### src/rtl/dram_cyc_pkg.sv
package dram_cyc_pkg;
  typedef enum logic [2:0] {
    CK_IDLE      = 3'd0,
    CK_READ      = 3'd1,
    CK_WR_EARLY  = 3'd2,
    CK_WR_LATE   = 3'd3,
    CK_RFSH_ROW  = 3'd4,
    CK_RFSH_CBR  = 3'd5
  } cyc_kind_e;
endpackage

### src/rtl/strobe_sampler.sv
// Holds the previous sample of every control pin, converted to active-high.
module strobe_sampler #(
  parameter int LANES = 2
) (
  input  logic             clk,
  input  logic             rst_n,
  input  logic             ras_n,
  input  logic [LANES-1:0] cas_n,
  input  logic             we_n,
  input  logic             oe_n,
  output logic             ras_now,
  output logic             ras_prev,
  output logic [LANES-1:0] cas_now,
  output logic [LANES-1:0] cas_prev,
  output logic             we_now,
  output logic             we_prev,
  output logic             oe_prev
);
  assign ras_now = ~ras_n;
  assign cas_now = ~cas_n;
  assign we_now  = ~we_n;

  always_ff @(posedge clk or negedge rst_n) begin
    if (!rst_n) begin
      ras_prev <= 1'b0;
      cas_prev <= '0;
      we_prev  <= 1'b0;
      oe_prev  <= 1'b0;
    end else begin
      ras_prev <= ~ras_n;
      cas_prev <= ~cas_n;
      we_prev  <= ~we_n;
      oe_prev  <= ~oe_n;
    end
  end
endmodule

### src/rtl/rfsh_counter.sv
// Row counter for strobe-order refresh; wraps naturally at 2**WIDTH.
module rfsh_counter #(
  parameter int WIDTH = 10
) (
  input  logic             clk,
  input  logic             rst_n,
  input  logic             bump,
  output logic [WIDTH-1:0] value
);
  always_ff @(posedge clk or negedge rst_n) begin
    if (!rst_n)    value <= '0;
    else if (bump) value <= value + 1'b1;
  end
endmodule

### src/rtl/lane_ctl.sv
// Per-lane write pulse and output-drive hold.
module lane_ctl #(
  parameter int LANES = 2
) (
  input  logic             clk,
  input  logic             rst_n,
  input  logic             ras_now,
  input  logic [LANES-1:0] cas_now,
  input  logic [LANES-1:0] lane_fall,
  input  logic             start_rd,
  input  logic             start_wr,
  input  logic             ewr_mode,
  input  logic             rd_mode,
  input  logic             we_fall_rd,
  input  logic             oe_prev,
  output logic [LANES-1:0] wr_stb,
  output logic [LANES-1:0] dq_oe
);
  logic [LANES-1:0] lane_en;

  for (genvar i = 0; i < LANES; i++) begin : g_lane
    logic stb_d;
    assign stb_d = (start_wr & cas_now[i]) |
                   (ewr_mode & lane_fall[i]) |
                   (we_fall_rd & cas_now[i]);

    always_ff @(posedge clk or negedge rst_n) begin
      if (!rst_n) begin
        wr_stb[i]  <= 1'b0;
        lane_en[i] <= 1'b0;
      end else begin
        wr_stb[i] <= stb_d;
        // Drive ends only at the later of row and lane strobe rising.
        if (!ras_now && !cas_now[i])        lane_en[i] <= 1'b0;
        else if (start_rd)                  lane_en[i] <= cas_now[i];
        else if (start_wr || we_fall_rd)    lane_en[i] <= 1'b0;
        else if (rd_mode && lane_fall[i])   lane_en[i] <= 1'b1;
      end
    end
  end

  assign dq_oe = lane_en & {LANES{oe_prev}};
endmodule

### src/rtl/dram_cyc_decoder.sv
module dram_cyc_decoder
  import dram_cyc_pkg::*;
#(
  parameter int ADDR_W = 10,
  parameter int LANES  = 2
) (
  input  logic              clk,
  input  logic              rst_n,
  input  logic              ras_n,
  input  logic              cas_lo_n,
  input  logic              cas_hi_n,
  input  logic              we_n,
  input  logic              oe_n,
  input  logic [ADDR_W-1:0] addr,
  output logic [ADDR_W-1:0] row_addr,
  output logic [ADDR_W-1:0] col_addr,
  output logic [LANES-1:0]  wr_stb,
  output logic [LANES-1:0]  dq_oe,
  output logic [ADDR_W-1:0] rfsh_row,
  output logic [2:0]        cyc_kind
);
  localparam int CASW = LANES;

  logic             ras_now, ras_prev, we_now, we_prev, oe_prev;
  logic [CASW-1:0]  cas_now, cas_prev, cas_pins, lane_fall;
  logic             ras_held, ras_fall, ras_rise;
  logic             cas_any, cas_any_q, cas_fall, we_fall, not_cbr;
  logic             start_rd, start_wr, ewr_mode, rd_mode, we_fall_rd;
  cyc_kind_e        kind_q, kind_d;

  // Lanes other than the two named strobes (wider variants) stay idle.
  for (genvar j = 0; j < CASW; j++) begin : g_pin
    if (j == 0)      begin : g_lo assign cas_pins[j] = cas_lo_n; end
    else if (j == 1) begin : g_hi assign cas_pins[j] = cas_hi_n; end
    else             begin : g_nc assign cas_pins[j] = 1'b1;     end
  end

  strobe_sampler #(.LANES(CASW)) u_smp (
    .clk(clk), .rst_n(rst_n), .ras_n(ras_n), .cas_n(cas_pins),
    .we_n(we_n), .oe_n(oe_n),
    .ras_now(ras_now), .ras_prev(ras_prev),
    .cas_now(cas_now), .cas_prev(cas_prev),
    .we_now(we_now), .we_prev(we_prev), .oe_prev(oe_prev)
  );

  assign ras_held   = ras_now & ras_prev;
  assign ras_fall   = ras_now & ~ras_prev;
  assign ras_rise   = ~ras_now & ras_prev;
  assign cas_any    = |cas_now;
  assign cas_any_q  = |cas_prev;
  assign cas_fall   = cas_any & ~cas_any_q;
  assign lane_fall  = cas_now & ~cas_prev;
  assign we_fall    = we_now & ~we_prev;
  assign not_cbr    = (kind_q != CK_RFSH_CBR);
  assign start_rd   = ras_held & not_cbr & cas_fall & ~we_now;
  assign start_wr   = ras_held & not_cbr & cas_fall & we_now;
  assign ewr_mode   = ras_held & (kind_q == CK_WR_EARLY) & ~cas_fall;
  assign rd_mode    = ras_held & (kind_q == CK_READ) & ~cas_fall;
  assign we_fall_rd = rd_mode & cas_any & we_fall;

  always_comb begin
    kind_d = kind_q;
    if (!ras_now)        kind_d = CK_IDLE;
    else if (ras_fall)   kind_d = cas_any ? CK_RFSH_CBR : CK_RFSH_ROW;
    else if (start_rd)   kind_d = CK_READ;
    else if (start_wr)   kind_d = CK_WR_EARLY;
    else if (we_fall_rd) kind_d = CK_WR_LATE;
  end

  always_ff @(posedge clk or negedge rst_n) begin
    if (!rst_n) begin
      kind_q   <= CK_IDLE;
      row_addr <= '0;
      col_addr <= '0;
    end else begin
      kind_q <= kind_d;
      if (ras_fall && !cas_any)   row_addr <= addr;
      if (start_rd || start_wr)   col_addr <= addr;
    end
  end

  rfsh_counter #(.WIDTH(ADDR_W)) u_rfsh (
    .clk(clk), .rst_n(rst_n),
    .bump(ras_rise && kind_q == CK_RFSH_CBR),
    .value(rfsh_row)
  );

  lane_ctl #(.LANES(CASW)) u_lane (
    .clk(clk), .rst_n(rst_n), .ras_now(ras_now), .cas_now(cas_now),
    .lane_fall(lane_fall), .start_rd(start_rd), .start_wr(start_wr),
    .ewr_mode(ewr_mode), .rd_mode(rd_mode), .we_fall_rd(we_fall_rd),
    .oe_prev(oe_prev), .wr_stb(wr_stb), .dq_oe(dq_oe)
  );

  assign cyc_kind = kind_q;
endmodule

### config.mk
export PLATFORM = sky130hd
export DESIGN_NAME = dram_cyc_decoder
export DESIGN_NICKNAME = d
export VERILOG_FILES = /design/src/rtl/dram_cyc_pkg.sv /design/src/rtl/strobe_sampler.sv /design/src/rtl/rfsh_counter.sv /design/src/rtl/lane_ctl.sv /design/src/rtl/dram_cyc_decoder.sv
export SDC_FILE = /design/constraint.sdc
export NUM_CORES = 1
export LEC_CHECK = 0
export ABC_AREA = 1
export BUFFER_PORTS_ARGS = -buffer_cell sky130_fd_sc_hd__buf_2
export CAP_MARGIN = 40
export CORE_MARGIN = 4
export CORE_UTILIZATION = 40
export CTS_BUF_LIST = sky130_fd_sc_hd__clkbuf_8
export CTS_CLUSTER_SIZE = 28
export DETAILED_ROUTE_END_ITERATION = 6
export MAX_ROUTING_LAYER = met4
export PLACE_DENSITY = 0.68
export SLEW_MARGIN = 20
export SYNTH_ARGS = -nofsm -noshare
export SYNTH_HDL_FRONTEND = slang
export SYNTH_SLANG_ARGS = --single-unit
### constraint.sdc
create_clock -name clk -period 2.1 [get_ports clk]
set_input_delay 0.315 -clock clk [delete_from_list [all_inputs] [get_ports clk]]
set_output_delay 0.315 -clock clk [all_outputs]
set_load 0.03 [all_outputs]
Word-level counts from Yosys, hierarchy flattened:

Cells that the tools add are included.

* logic and storage cells: 83
* bits in registers: 42

* $add $sub $neg: 1
* eq/ne operators: 4
* mux-type cells: 14
* reductions and logical operators: 16
* bitwise operators: 36

Operators with widths (number)
* $and 1x1->1: 21
* $mux 3: 5
* $add 10x1->10 const B: 1
* $mux 1: 9
* $reduce_bool 4->1: 2
* $not 1->1: 7
* $logic_and 1x1->1: 6
* $reduce_bool 5->1: 1
* $and 2x2->2: 2
* $not 2->2: 2
* $or 1x1->1: 4
* $reduce_or 2->1: 2
* $eq 3x1->1 const B: 1
* $eq 3x2->1 const B: 1
* $eq 3x3->1 const B: 1
* $logic_not 1->1: 3
* $ne 3x3->1 const B: 1
* $logic_or 1x1->1: 2

Longest topological paths before layout:

Gate-level depths: netlist of the first run.

* depth in word-level cells: 12
* depth in mapped cells: 8
* gate-level depth less buffers: 8

By module:

Synthesis of the first run repeated with hierarchy kept, for this count alone.

* cell total of the unflattened synthesis: 232
* area total of the unflattened synthesis: 1969.4 µm²

By module, submodules not included
* dram_cyc_decoder: area each 1059.8 µm², instances 1, cells each 121
* rfsh_counter: area each 494.2 µm², instances 1, cells each 56
* lane_ctl: area each 271.5 µm², instances 1, cells each 45
* strobe_sampler: area each 143.9 µm², instances 1, cells each 10

Least setup slack after synthesis of the first run:

OpenSTA, ideal clock, no wires.

* path type: register -> register
* start point: register kind_q[1] (netlist: cyc_kind[1])
* end point: register u_rfsh.value[3]
* setup slack: 0.627 ns
* period minus slack after synthesis: 1.473 ns
* data required time: 1.966 ns
* library setup time: 0.134 ns
* stages on the path, launching flop included: 7
* data arrival time: 1.338 ns
* cell sequence: dfrtp_1 -> inv_1 -> nand3_1 -> nor3_4 -> buf_4 -> nand2_1 -> xnor2_1

* cells in the longest elaborated chain, start to end: 2

Ends and longest elaborated chain
* start: declaration: RTL line dram_cyc_decoder.sv:29 `cyc_kind_e kind_q, kind_d;`
* start signal: assignment: RTL line dram_cyc_decoder.sv:76 `kind_q <= kind_d;`
* $eq 3x3->1: RTL line dram_cyc_decoder.sv:84 `.bump(ras_rise && kind_q == CK_RFSH_CBR),`
* $logic_and 1x1->1: RTL line dram_cyc_decoder.sv:84
* end signal: assignment: RTL line rfsh_counter.sv:12 `else if (bump) value <= value + 1'b1;`
* end: declaration: RTL line rfsh_counter.sv:8 `output logic [WIDTH-1:0] value`

Every way passes these cells.
A chain may end at the register's enable or synchronous reset.

Worst setup path in the final report of the first run:

* start point: register kind_q[1] (netlist: cyc_kind[1])
* end point: register u_rfsh.value[4]

Same word-level chain as after synthesis.

==> flow_summary.yaml, run 1 <==
power_and_ir_drop:
  p_leak_nw: 1.28
  ir_worst_vdd_mv: 0.501
  power_density_nw_per_um2: 959
  fin_total_pwr_mw: 2.23
cts:
  clk_pin_slew_worst_paths_ns: 0.07
  hold_buffers: 0
  cts_resized: 0
  numCtsBuffers: 5
  cts_max_level: 2
  post-cts-setup-buffers: 0
  cts_sinks: 42
  cts.path.max_buffers: 2
  clock_latency_ns: 0.28
  cts_tree: "yes"
  cts_root_buf: "clkbuf_8"
run:
  drv_cap: 0
cells_and_area:
  final_area_um2: 2320
  postLayoutCoreUtil_pct: 49.5
  area_delta_synth_final_pct: 19.9
  final_nets: 294
  diodes: 0
  drive_gt1_share_pct: 26.8
  fillCellCount: 475
  final_cells: 330
sta:
  holdWs_ns: 0.0811
  hold_viol_final: 0
  setup-tns-final_ns: 0
  finalClockSkew_ns: 0.00685
  relSlewSlack_pct: 64.8
  clock.fmax_mhz: 644
  setup_slack_ns: 0.547
  final-setup-viol-count: 0
  tightest_slew_ns: 0.527
  min_period_over_period_pct: 74.0
  period_minus_slack_ns: 1.55
  rsz0062_at_grt: "no"
  finalMaxSlewViolations: 0
place:
  gp_congestion: 0.786
  placed_cells: 323
  port_buffers: 53
  place_ws_ns: 0.520
  place_hpwl_mm: 3.00
  place_area_um2: 2240
grt:
  grt_max_degree: 43
  grt_pass1_vias: 1562
  antenna_found_initial: 0
  overflow: 0
  grt_pass1_wl_mm: 7.09
  grt_usage_pct: 15.0
drt:
  vias: 1585
  drc: 0
  drt_iter0_drc: 91
  routedWlPerCell_um: 12.0
  drt-total-wl_mm: 3.96
  vias_per_cell: 4.80
  postRouteAntennaNets: 0
  drtPass1Iterations: 4
floorplan:
  coreArea_um2: 4690
  placementRows: 25
  die_h_um: 77.6
  initial_core_util_pct: 41.3
  chipWidth_um: 77.6
  die-area_um2: 6020
  io_pins: 54
hold_path:
  hold_class: "in -> async"
critical_path:
  start_kind: "flip-flop"
  end_kind: "flip-flop"
  cp_max_fo: 13
  cp.arrival_ns: 1.72
  cp_data_required_time_ns: 2.26
  path_class: "reg -> reg"
logic_synthesis:
  synth.top_cell.area_share_pct: 54.3
  ys.flop_type: "dfrtp_1"
  synth_fp_nets: 237
  synthCells: 219
  synth_area_per_cell_um2: 8.84
  seq_area_frac_synth_pct: 54.3
  yosys-top-cells-area: "dfrtp_1, nand2_1, inv_1"
  syn_area_um2: 1940
  async_reset_ff_share_pct: 100
  ys_warn_count: 0
  synth-edff-count: 0
  yosys.area.top_type: "dfrtp_1"
  synth-seq-cells: 42
  synth_cell_types: 25
status:
  status: "completed"
-- kinds of logic (layout without fill, tap and decap cells) --
family / Yosys count / in the layout / synth area share (%)
AO/OA/AOI/OAI: 26 / 26 / 6.85
XOR/XNOR: 6 / 6 / 2.71
adder cells (fa/ha/maj): 1 / 1 / 0.646
buffers and inverters: 37 / 94 / 8.02
flip-flops: 42 / 42 / 54.3
multiplexers: 4 / 4 / 2.33
AND/OR/NAND/NOR: 103 / 103 / 25.1
-- worst max-delay path, cell delays in order, from the launching register on --
cell and delay [ns]:
dfrtp_1 0.38, inv_1 0.10, nand3_1 0.19, nor3_4 0.45
nand3_1 0.16, xnor2_1 0.16
-- cell usage in the layout (no fill, tap or decap) --
master and count:
buf_2 53, nand2_1 48, dfrtp_1 42, inv_1 32, nor2_1 23, o21ai_0 13, nand3_1 12, nand4_1 9
a21oi_1 8, clkbuf_8 5, o21ai_1 4, mux2_2 4, xnor2_1 4, inv_2 3, nor3_1 3, nand2_2 2
nand2_4 2, xor2_1 2, nor2_4 1, nor2_8 1, nor2_2 1, nor3_4 1, a21boi_0 1, ha_1 1
buf_4 1
-- final timing paths --
kind / startpoint / to / slack, ns / cells after the start
min in group clk: oe_n / u_smp.oe_prev$_DFF_PN0_ / 0.17 / 2
max in group asynchronous: rst_n / u_rfsh.value[4]$_DFFE_PN0P_ / 1.64 / 2
hold / removal: rst_n / col_addr[2]$_DFFE_PN0P_ / 0.08 / 2
setup reg to reg: cyc_kind[1]$_DFFE_PN0P_ / u_rfsh.value[4]$_DFFE_PN0P_ / 0.55 / 5
setup / recovery: cyc_kind[1]$_DFFE_PN0P_ / u_rfsh.value[4]$_DFFE_PN0P_ / 0.55 / 5
hold reg to reg: row_addr[1]$_DFFE_PN0P_ / row_addr[1]$_DFFE_PN0P_ / 0.49 / 2
-- area by class of cell --
type	count	area (um^2)	share of cell area [%]
well taps	54	67.6	2.91
clock inverters	2	7.51	0.323
repair buffers	54	273	11.8
inverters	33	124	5.34
flip-flops and latches	42	1050	45.3
clock buffers	5	68.8	2.96
multi-input cells	140	729	31.4
-- registers in the layout (all words and copies together) (netlist names) --
register,count
cyc_kind,3
row_addr,10
u_smp.oe_prev,1
col_addr,10
u_rfsh.value,10
u_smp.ras_prev,1
u_lane.wr_stb,2
u_smp.cas_prev,2
u_smp.we_prev,1
u_lane.lane_en,2
-- Yosys cell counts (3+ instances only) --
cell / instances
nand3_1: 12
dfrtp_1: 42
nor3_1: 3
nand2_1: 48
mux2_2: 4
a21oi_1: 8
o21ai_1: 4
nor2_1: 23
nand4_1: 9
inv_2: 3
inv_1: 30
o21ai_0: 13
xnor2_1: 4
-- power by group --
part / switching [mW] / internal (mW)
Sequential: 0.105 / 0.950
Clock: 0.251 / 0.219
Combinational: 0.498 / 0.204
Total: 0.854 / 1.37
-- routing by layer --
layer	track usage (%)	up-vias	share of wire (%)
li1	-	810	-
met1	19.7	719	49
met2	22.3	49	43
met3	4.18	7	6.6
met4	5.69	0	1.7
met5	-	-	0
Note: power is estimated with default switching activity, not from simulation.
==> run 2: changes to the inputs <==
==> constraint.sdc (replaced) <==
create_clock -name clk -period 1.5 [get_ports clk]
set_input_delay 0.225 -clock clk [delete_from_list [all_inputs] [get_ports clk]]
set_output_delay 0.225 -clock clk [all_outputs]
set_load 0.03 [all_outputs]
==> run 2 against run 1 <==
  * Via count is 2.0% higher
  * Cell count is 2.7% higher
  * Non-clock buffer count is 8 higher
  * Setup slack worse by 0.43 ns
  * Clock skew is 0.00057 ns higher
  * Combinational power is 45% higher
  * Core utilization is 2.5 points higher
  * Total power is 52% higher
  * Clock power is 88% higher
  * Critical path type unchanged
  * Highest routed layer unchanged
==> flow_summary.yaml, run 2 (synthesized netlist as in run 1, its figures left out) <==
floorplan:
  placementRows: 25
  initial_core_util_pct: 41.3
  die_h_um: 77.6
  chipWidth_um: 77.6
  coreArea_um2: 4690
  die-area_um2: 6020
  io_pins: 54
cells_and_area:
  diodes: 0
  drive_gt1_share_pct: 30.2
  final_area_um2: 2440
  final_common_cell: "buf_2"
  regArea_um2: 1050
  final_nets: 302
  fillCellCount: 475
  area_delta_synth_final_pct: 26.0
  mostFrequentLayoutCells: "buf_2, nand2_1, dfrtp_1"
  largestRegisters: "col_addr (10), row_addr (10), u_rfsh.value (10)"
  multiInputGateArea_um2: 737
critical_path:
  cp_top_family: "buffers and inverters"
  cp_max_fo: 16
  cpMostUsedCell: "buf_4"
  path_class: "reg -> reg"
  crit_chain: "inv_1 > nand3_2 > buf_4 > nand2_4 > nor2_8 > buf_4 > nor2_1 > a21oi_1"
  end_kind: "flip-flop"
  cp_slowest_cell: "dfrtp_1"
  cp.arrival_ns: 1.57
  cp_data_required_time_ns: 1.68
  cpPeakStageDelay_ns: 0.39
  critPathBufInv: 3
  start_kind: "flip-flop"
power_and_ir_drop:
  ir_worst_vdd_mv: 0.911
  power_density_nw_per_um2: 1380
  fin_total_pwr_mw: 3.38
  p_leak_nw: 1.33
sta:
  hold_viol_final: 0
  relSlewSlack_pct: 73.0
  setup_slack_ns: 0.113
  clock.fmax_mhz: 721
  final-setup-viol-count: 0
  period_minus_slack_ns: 1.39
  tightest_slew_ns: 0.405
  finalClockSkew_ns: 0.00741
  holdWs_ns: 0.0688
  setup-tns-final_ns: 0
  finalMaxSlewViolations: 0
  min_period_over_period_pct: 92.5
  rsz0062_at_grt: "no"
drt:
  vias: 1616
  drt-total-wl_mm: 4.17
  routedWlPerCell_um: 12.3
  wl_met1_mm: 2.06
  drtPass1Iterations: 4
  drt_iter0_drc: 81
  vias_per_cell: 4.77
  dr_wl_met2_mm: 1.84
  wl_met3_um: 230
  top_layer_used: "met4"
  postRouteAntennaNets: 0
  drc: 0
place:
  place_ws_ns: 0.0838
  gp_congestion: 0.780
  port_buffers: 53
  place_hpwl_mm: 3.17
  place_area_um2: 2310
cts:
  cts.path.max_buffers: 2
  clk_pin_slew_worst_paths_ns: 0.08
  cts_sinks: 42
  cts_max_level: 2
  cts_tree: "yes"
  clock_latency_ns: 0.29
  cts_root_buf: "clkbuf_8"
  numCtsBuffers: 5
  post-cts-setup-buffers: 0
grt:
  grt_usage_pct: 16.0
  antenna_found_initial: 0
  grt_pass1_vias: 1660
  grt_pass1_wl_mm: 7.52
  grt_max_degree: 28
  overflow: 0
run:
  drv_cap: 0
status:
  status: "completed"
hold_path:
  hold_class: "in -> reg"
run 2: cell count changes in the layout (fill, tap and decap cells not counted):
| cell | previous run | this run |
|---|---|---|
| buf_4 | 1 | 7 |
| buf_12 | 0 | 1 |
| bufinv_16 | 0 | 1 |
| clkinvlp_4 | 0 | 1 |
| dfrtp_1 | 42 | 41 |
| dfrtp_2 | 0 | 1 |
| dlygate4sd3_1 | 0 | 1 |
| ha_1 | 1 | 0 |
| ha_2 | 0 | 1 |
| inv_1 | 32 | 31 |
| nand3_1 | 12 | 11 |
| nand3_2 | 0 | 1 |
run 2: worst reg2reg max path: stages, from the launching register on:
cell and delay (ns):
dfrtp_1 0.39, inv_1 0.12, nand3_2 0.11, buf_4 0.16, nand2_4 0.10, nor2_8 0.05
buf_4 0.20, nor2_1 0.11, a21oi_1 0.05
run 2: area by class of cell:
cell class | count | area share (%)
Sequential cell | 42 | 43.2
Multi-Input combinational cell | 140 | 30.2
Timing Repair Buffer | 62 | 14.3
Inverter | 33 | 5.08
Clock buffer | 5 | 2.82
Tap cell | 54 | 2.77
Clock inverter | 3 | 1.69
run 2: power breakdown:
group	switching, mW	internal [mW]
logic	0.711	0.306
clock network	0.394	0.490
registers	0.143	1.33
run 2: through the flow:
step,std cells,util (%)
finish,339,52.0
global placement,330,49.2
CTS,339,51.8
global route,339,52.0
floorplan,219,-
detailed placement,330,49.2
run 2: path summary, 6_finish.rpt:
path / startpoint / to / slack, ns / cells after the start
max in group asynchronous: rst_n / u_lane.lane_en[0]$_DFFE_PN0P_ / 0.63 / 3
hold reg to reg: row_addr[4]$_DFFE_PN0P_ / row_addr[4]$_DFFE_PN0P_ / 0.49 / 2
setup / recovery: cyc_kind[1]$_DFFE_PN0P_ / col_addr[1]$_DFFE_PN0P_ / 0.11 / 8
setup reg to reg: cyc_kind[1]$_DFFE_PN0P_ / col_addr[1]$_DFFE_PN0P_ / 0.11 / 8
min in group asynchronous: rst_n / row_addr[3]$_DFFE_PN0P_ / 0.39 / 2
hold / removal: oe_n / u_smp.oe_prev$_DFF_PN0_ / 0.07 / 2
run 2: per-layer routing:
| metal | GRT usage, % | up-vias |
|---|---|---|
| met5 | - | - |
| met4 | 5.34 | 0 |
| li1 | - | 834 |
| met3 | 3.48 | 6 |
| met2 | 24.1 | 46 |
| met1 | 21.4 | 730 |
run 2: what timing repair did:
item,4_1_cts,5_1_grt
resized for setup,0,3
hold buffers,1,0
hold endpoints to repair,15,0
endpoints found under the setup margin,0,10
